==> src/rtl/ulpi_reg_pkg.sv <==
// Shared constants, types and helpers for the ULPI register access engine.
// Assumes 8-bit data and 8-bit register addresses; immediate commands carry
// 6 address bits.
package ulpi_reg_pkg;

    localparam int DW     = 8;
    localparam int AW     = 8;
    localparam int IMM_AW = 6;
    localparam int NCTRL  = 5;

    localparam logic [IMM_AW-1:0] EXT_ESC = 6'h2F;

    localparam logic [AW-1:0] ADDR_VID_LO = 8'h00;
    localparam logic [AW-1:0] ADDR_VID_HI = 8'h01;
    localparam logic [AW-1:0] ADDR_PID_LO = 8'h02;
    localparam logic [AW-1:0] ADDR_PID_HI = 8'h03;
    localparam logic [AW-1:0] ADDR_STAT   = 8'h13;
    localparam logic [AW-1:0] ADDR_DBG    = 8'h15;

    typedef enum logic [3:0] {
        S_IDLE,
        S_CMD_ACK,
        S_EXT_WAIT,
        S_EXT_ACK,
        S_DAT_WAIT,
        S_DAT_ACK,
        S_WAIT_STP,
        S_RD_TA1,
        S_RD_DATA,
        S_RD_TA2
    } eng_state_e;

    // Base (plain-write) address of control register idx; +1 sets, +2 clears.
    function automatic logic [AW-1:0] ctrl_base(input int idx);
        case (idx)
            0:       return 8'h04;
            1:       return 8'h07;
            2:       return 8'h0A;
            3:       return 8'h0D;
            default: return 8'h3D;
        endcase
    endfunction

endpackage

==> src/rtl/ulpi_cmd_fsm.sv <==
// Protocol sequencer for ULPI register commands on the PHY side.
// Decodes the command byte, takes an optional extended address byte and
// the write data byte (each acknowledged with one NXT cycle after one wait
// cycle), waits for STP to commit a write, and times the read turnaround.
// Assumes the link holds each byte until it sees NXT. phy_take cancels any
// operation and blocks new commands.
module ulpi_cmd_fsm
    import ulpi_reg_pkg::*;
(
    input  logic          clk,
    input  logic          rst_n,
    input  logic [DW-1:0] din,
    input  logic          stp,
    input  logic          take,
    output logic          nxt,
    output logic          dir,
    output logic          rd_drive,
    output logic          commit,
    output logic [AW-1:0] addr,
    output logic [DW-1:0] wdata
);

    eng_state_e    state_q;
    eng_state_e    state_d;
    logic          is_rd_q;
    logic          is_ext_q;
    logic [AW-1:0] addr_q;
    logic [DW-1:0] wdata_q;
    logic          cmd_seen;

    assign cmd_seen = din[DW-1] && !take;

    // Next-state selection for the command sequence.
    always_comb begin
        state_d = state_q;
        unique case (state_q)
            S_IDLE:     if (cmd_seen) state_d = S_CMD_ACK;
            S_CMD_ACK:  state_d = is_ext_q ? S_EXT_WAIT
                                           : (is_rd_q ? S_RD_TA1 : S_DAT_WAIT);
            S_EXT_WAIT: state_d = S_EXT_ACK;
            S_EXT_ACK:  state_d = is_rd_q ? S_RD_TA1 : S_DAT_WAIT;
            S_DAT_WAIT: state_d = S_DAT_ACK;
            S_DAT_ACK:  state_d = S_WAIT_STP;
            S_WAIT_STP: if (stp) state_d = S_IDLE;
            S_RD_TA1:   state_d = S_RD_DATA;
            S_RD_DATA:  state_d = S_RD_TA2;
            S_RD_TA2:   state_d = S_IDLE;
            default:    state_d = S_IDLE;
        endcase
        if (take) state_d = S_IDLE;
    end

    // State register.
    always_ff @(posedge clk) begin
        if (!rst_n) state_q <= S_IDLE;
        else        state_q <= state_d;
    end

    // Captures the command kind, the address and the write data.
    always_ff @(posedge clk) begin
        if (!rst_n) begin
            is_rd_q  <= 1'b0;
            is_ext_q <= 1'b0;
            addr_q   <= '0;
            wdata_q  <= '0;
        end else begin
            if (state_q == S_IDLE && cmd_seen) begin
                is_rd_q  <= din[DW-2];
                is_ext_q <= (din[IMM_AW-1:0] == EXT_ESC);
                addr_q   <= {{(AW-IMM_AW){1'b0}}, din[IMM_AW-1:0]};
            end
            if (state_q == S_EXT_ACK) addr_q  <= din;
            if (state_q == S_DAT_ACK) wdata_q <= din;
        end
    end

    // Bus-facing decodes of the current state.
    always_comb begin
        nxt      = (state_q == S_CMD_ACK) || (state_q == S_EXT_ACK) ||
                   (state_q == S_DAT_ACK);
        dir      = (state_q == S_RD_TA1) || (state_q == S_RD_DATA);
        rd_drive = (state_q == S_RD_DATA);
        commit   = (state_q == S_WAIT_STP) && stp && !take;
    end

    assign addr  = addr_q;
    assign wdata = wdata_q;

endmodule

==> src/rtl/ulpi_reg_file.sv <==
// Local register file of the engine: five control registers, each with
// write/set/clear aliases at base, base+1 and base+2; read-only ID bytes
// from parameters; live status and debug inputs. Reserved addresses read
// 00h and ignore writes. Assumes wr_en is a single-cycle commit pulse.
module ulpi_reg_file
    import ulpi_reg_pkg::*;
#(
    parameter logic [15:0]         VENDOR_ID = 16'h1A2B,
    parameter logic [15:0]         PRODUCT_ID = 16'h3C4D,
    parameter logic [NCTRL*DW-1:0] CTRL_RST  = {{(NCTRL-1)*DW{1'b0}}, 8'h41}
) (
    input  logic                        clk,
    input  logic                        rst_n,
    input  logic                        wr_en,
    input  logic [AW-1:0]               addr,
    input  logic [DW-1:0]               wdata,
    input  logic [DW-1:0]               stat_intr,
    input  logic [DW-1:0]               stat_debug,
    output logic [NCTRL-1:0][DW-1:0]    ctrl_q,
    output logic [DW-1:0]               rd_data
);

    logic [NCTRL-1:0][DW-1:0] ctrl_rd;
    logic [DW-1:0]            fixed_rd;

    for (genvar i = 0; i < NCTRL; i++) begin : g_ctrl
        localparam logic [AW-1:0] BASE = ctrl_base(i);
        logic          hit_wr;
        logic          hit_set;
        logic          hit_clr;
        logic [DW-1:0] q;

        assign hit_wr  = (addr == BASE);
        assign hit_set = (addr == BASE + 8'd1);
        assign hit_clr = (addr == BASE + 8'd2);

        // Storage of one control register with its three write aliases.
        always_ff @(posedge clk) begin
            if (!rst_n)                q <= CTRL_RST[i*DW +: DW];
            else if (wr_en && hit_wr)  q <= wdata;
            else if (wr_en && hit_set) q <= q | wdata;
            else if (wr_en && hit_clr) q <= q & ~wdata;
        end

        assign ctrl_q[i]  = q;
        assign ctrl_rd[i] = (hit_wr || hit_set || hit_clr) ? q : '0;
    end

    // Read value of the fixed, read-only addresses.
    always_comb begin
        case (addr)
            ADDR_VID_LO: fixed_rd = VENDOR_ID[7:0];
            ADDR_VID_HI: fixed_rd = VENDOR_ID[15:8];
            ADDR_PID_LO: fixed_rd = PRODUCT_ID[7:0];
            ADDR_PID_HI: fixed_rd = PRODUCT_ID[15:8];
            ADDR_STAT:   fixed_rd = stat_intr;
            ADDR_DBG:    fixed_rd = stat_debug;
            default:     fixed_rd = '0;
        endcase
    end

    // Merges the control-register hits with the fixed read value.
    always_comb begin
        rd_data = fixed_rd;
        for (int k = 0; k < NCTRL; k++) rd_data = rd_data | ctrl_rd[k];
    end

endmodule

==> src/rtl/ulpi_reg_engine.sv <==
// Top of the ULPI PHY register access engine: the command sequencer
// connected to the register file. Read data is gated to zero whenever the
// engine does not drive the bus, so the chip can OR it with other sources.
module ulpi_reg_engine
    import ulpi_reg_pkg::*;
#(
    parameter logic [15:0] VENDOR_ID  = 16'h1A2B,
    parameter logic [15:0] PRODUCT_ID = 16'h3C4D,
    parameter logic [7:0]  FUNC_RST   = 8'h41,
    parameter logic [7:0]  INTF_RST   = 8'h00,
    parameter logic [7:0]  OTG_RST    = 8'h00,
    parameter logic [7:0]  INTR_RST   = 8'h00,
    parameter logic [7:0]  PWR_RST    = 8'h00
) (
    input  logic       clk,
    input  logic       rst_n,
    input  logic [7:0] ulpi_din,
    input  logic       ulpi_stp,
    input  logic       phy_take,
    input  logic [7:0] stat_intr,
    input  logic [7:0] stat_debug,
    output logic [7:0] ulpi_dout,
    output logic       ulpi_dir,
    output logic       ulpi_nxt,
    output logic [7:0] reg_func,
    output logic [7:0] reg_intf,
    output logic [7:0] reg_otg,
    output logic [7:0] reg_intr_rise,
    output logic [7:0] reg_pwr
);

    localparam logic [NCTRL*DW-1:0] CTRL_RST =
        {PWR_RST, INTR_RST, OTG_RST, INTF_RST, FUNC_RST};

    logic                     rd_drive;
    logic                     commit;
    logic [AW-1:0]            addr;
    logic [DW-1:0]            wdata;
    logic [DW-1:0]            rd_data;
    logic [NCTRL-1:0][DW-1:0] ctrl_q;

    ulpi_cmd_fsm u_fsm (
        .clk      (clk),
        .rst_n    (rst_n),
        .din      (ulpi_din),
        .stp      (ulpi_stp),
        .take     (phy_take),
        .nxt      (ulpi_nxt),
        .dir      (ulpi_dir),
        .rd_drive (rd_drive),
        .commit   (commit),
        .addr     (addr),
        .wdata    (wdata)
    );

    ulpi_reg_file #(
        .VENDOR_ID  (VENDOR_ID),
        .PRODUCT_ID (PRODUCT_ID),
        .CTRL_RST   (CTRL_RST)
    ) u_regs (
        .clk        (clk),
        .rst_n      (rst_n),
        .wr_en      (commit),
        .addr       (addr),
        .wdata      (wdata),
        .stat_intr  (stat_intr),
        .stat_debug (stat_debug),
        .ctrl_q     (ctrl_q),
        .rd_data    (rd_data)
    );

    assign ulpi_dout     = rd_drive ? rd_data : '0;
    assign reg_func      = ctrl_q[0];
    assign reg_intf      = ctrl_q[1];
    assign reg_otg       = ctrl_q[2];
    assign reg_intr_rise = ctrl_q[3];
    assign reg_pwr       = ctrl_q[4];

endmodule

==> config.mk <==
export PLATFORM = sky130hd
export DESIGN_NAME = ulpi_reg_engine
export DESIGN_NICKNAME = d
export VERILOG_FILES = /design/src/rtl/ulpi_reg_pkg.sv /design/src/rtl/ulpi_cmd_fsm.sv /design/src/rtl/ulpi_reg_file.sv /design/src/rtl/ulpi_reg_engine.sv
export SDC_FILE = /design/constraint.sdc
export NUM_CORES = 1
export LEC_CHECK = 0
export BUFFER_PORTS_ARGS = -buffer_cell sky130_fd_sc_hd__buf_2
export CORE_ASPECT_RATIO = 1.4
export CORE_MARGIN = 2
export CORE_UTILIZATION = 54
export DETAILED_ROUTE_END_ITERATION = 10
export HOLD_SLACK_MARGIN = 0.02
export PLACE_DENSITY = 0.79
export RECOVER_POWER = 25
export SLEW_MARGIN = 10
export SYNTH_ARGS = -nofsm -noshare
export SYNTH_HDL_FRONTEND = slang
export SYNTH_SLANG_ARGS = --single-unit
==> constraint.sdc <==
create_clock -name clk -period 2.3 [get_ports clk]
set_input_delay 0.115 -clock clk [delete_from_list [all_inputs] [get_ports clk]]
set_output_delay 0.115 -clock clk [all_outputs]
set_load 0.02 [all_outputs]
==> run metrics <==
# setup viols final=0; Post-synth EDFFs=0; worst slew pin tran=867 ps; worst min-delay path class=in2reg; GRT Util Overall=about a third; syn nets=449; crit-path max cell delay=about 370 ps; Slew Limit Fails=0; RSZ-0062 raised after global routing=yes; placed cells=553; Worst-path clk slew=about 70 ps; Top Family by Delay on Critical Path=simple AND/OR/NAND/NOR gates; number of placement rows=34; Antenna diodes=0; post-synthesis mux area share=between 4 and 5%; fraction of registers with async set/reset=0%; initial DRC count=between 300 and 400; maximum VDD drop=about 530 uV; crit share post-route=between 90% and 100%; leakage=approximately 0.0015 uW; critical path endpoint category=output port; initial antenna violation count=0; Sink Count=62; mapped cell area=3380 sq um; post-route ant nets=0; cells after synthesis=421; Clock Skews=~6.6 ps; initial core utilization=between 50% and 60%; GP Congestion=around 1.0; Critical Setup Path Class=reg2out; routed vias=around 3,600; Initial DRT Pass Iterations=5; pin count of the biggest net entering global routing=38; top fanout value on the critical path=6; Num CTS Buffers=9; Yosys reg bits=a little over 60; largest family of logic cells by synthesized area=compound AO/OA/AOI/OAI gates; status=finished clean; Total Routed Length=about 11,000 um; CTS max path bufs=2; I/O Buffers=between 70 and 80; PD cells=between 500 and 600 nW/um^2; sequential-to-total area share from yosys stat=around 37%; first-pass GRT wire length=17,100 um; CTS Hold Buffers Added=0; Die X=slightly above 70 um; crit path cell chain=nor4_4 > buf_4 > nand2_4 > nor3b_2 > buf_4 > a221oi_2 > a21oi_1 > buf_4; post-layout util=between 60% and 70%; critical path buffer and inverter count=3; syn_area_per_cell=around 8.0 sq um; Fin. Hold Viols=0; HPWL Detailed=7760 um; total power=about 2400 uW; post-synth cell types=56; number of global-route vias before repair=between 3,000 and 4,000; Worst setup SP type=flip-flop; worst skew pair latency=340 ps; critical path's most frequent cell=buf_4; H-tree levels=3; fillers=approximately 500; Max Clk Rate=~440 MHz; Avg WL per Cell=between 15 and 20 um; CP max-delay cell=dfxtp_4; Post-Layout Cell Count=574; # IOs=78; Synth top area share=a little under two fifths; Req. time, crit path=2180 ps; post-synthesis xor/xnor area fraction=less than 1%; Post-Synth Simple-Gate Area=between 20% and 30%; DIE AREA=approximately 7000 sq um; YS warnings=0; die height=about 100 um; Slew HR=roughly 42%; CTS root buf=clkbuf_8; core box area=~6100 sq um; Critical Path AT=about 2200 ps; Max Cap Viol=0; area delta synth->final=22.9%; crit path time final=roughly 2300 ps; DR vias/cell=~6.3; share of cells above drive strength 1=between 20% and 30%; ranking of synthesized cells by area=dfxtp_1 37%, o21ai_0 7.4%, nand2_1 5.1%; grt total ovfl=0; fin area=4160 sq um; CTS tree=done; Residual DRC=0; Nets=approximately 530; main flop type after synthesis=dfxtp_1; post-synth top area cell=dfxtp_1; Adder-Cell Fraction of Synth Area=0%; Placed Area=roughly 3800 sq um; Synth Area in Compound Gates=between 20% and 30%
metrics by stage:
step | worst slack, ps | hold slack, ps | setup TNS, ps
global route | -27.8 | 90.1 | -48.7
finish | 3.09 | 89.4 | 0
global placement | 275 | 404 | 0
CTS | 30.1 | 70.6 | 0
floorplan | 305 | 281 | 0
detailed placement | 228 | 419 | 0
power breakdown:
group / total, uW / switching (uW) / internal [uW] / leakage [uW]
Combinational: 240 / 133 / 107 / 0.000852
Clock: 1060 / 420 / 637 / 0.000110
Sequential: 1100 / 20.1 / 1080 / 0.000503
layer usage:
metal | up-vias | wire [um] | GRT usage (%)
met5 | - | 0 | 0
met3 | 39 | 861 | 6.12
li1 | 1673 | - | -
met2 | 188 | 5330 | 52.2
met4 | 0 | 565 | 15.5
met1 | 1710 | 4200 | 38.1
placed cells by master (no fill, tap or decap), drive strengths merged, types with 15 or more instances in the layout:
cell / instances
nand2: 47
a22oi: 20
buf: 74
a21oi: 17
mux2i: 15
a21boi: 23
dfxtp: 62
nor2b: 24
clkbuf: 38
nor2: 38
o21ai: 54
layout make-up:
| class | count | area [sq um] | share of cell area, % |
|---|---|---|---|
| Tap cell | 72 | 90.1 | 2.17 |
| Multi-Input combinational cell | 319 | 2040 | 49.0 |
| Clock buffer | 12 | 145 | 3.49 |
| Inverter | 5 | 18.8 | 0.452 |
| Sequential cell | 62 | 1250 | 30.1 |
| Clock inverter | 4 | 70.1 | 1.69 |
| Timing Repair Buffer | 100 | 542 | 13.0 |
Yosys cell counts (4+ instances only):
| library cell | n |
|---|---|
| inv_1 | 5 |
| o22ai_1 | 7 |
| buf_2 | 5 |
| a21oi_1 | 17 |
| clkbuf_1 | 25 |
| mux2i_1 | 15 |
| a221oi_1 | 8 |
| o21ai_0 | 50 |
| o211ai_1 | 8 |
| nor2b_1 | 24 |
| a22oi_1 | 20 |
| nor2_1 | 38 |
| a21boi_0 | 22 |
| a22o_1 | 8 |
| dfxtp_1 | 62 |
| o21ai_1 | 4 |
| nand2_1 | 46 |
tightest hold or removal path, cell delays in order:
cell     delay (ps)
buf_2           110
mux2i_1          70
nor2b_1          90
cell families (layout without fill, tap and decap cells):
| kind of cell | count (synthesis) | in the layout |
|---|---|---|
| AO/OA/AOI/OAI | 154 | 154 |
| XOR/XNOR | 1 | 1 |
| buffers and inverters | 40 | 121 |
| flip-flops | 62 | 62 |
| multiplexers | 16 | 16 |
| AND/OR/NAND/NOR | 148 | 148 |
path summary, 6_finish.rpt:
check	slack [ps]	endpoint	depth (start not counted)	start
max	3	ulpi_dout[1]	8	u_fsm.addr[6]
min reg2reg	490	u_fsm.is_ext_q	2	u_fsm.is_ext_q
min	90	u_fsm.wdata[6]	3	ulpi_din[6]
max reg2reg	220	flip-flop	5	u_fsm.state_q[1]
what timing repair did:
| action | CTS | global route |
|---|---|---|
| pin swaps | 1 | 7 |
| resized for setup | 8 | 19 |
| endpoints found under the setup margin | 8 | 7 |
| setup buffers | 0 | 5 |
Power figures use the tool's default switching activity.
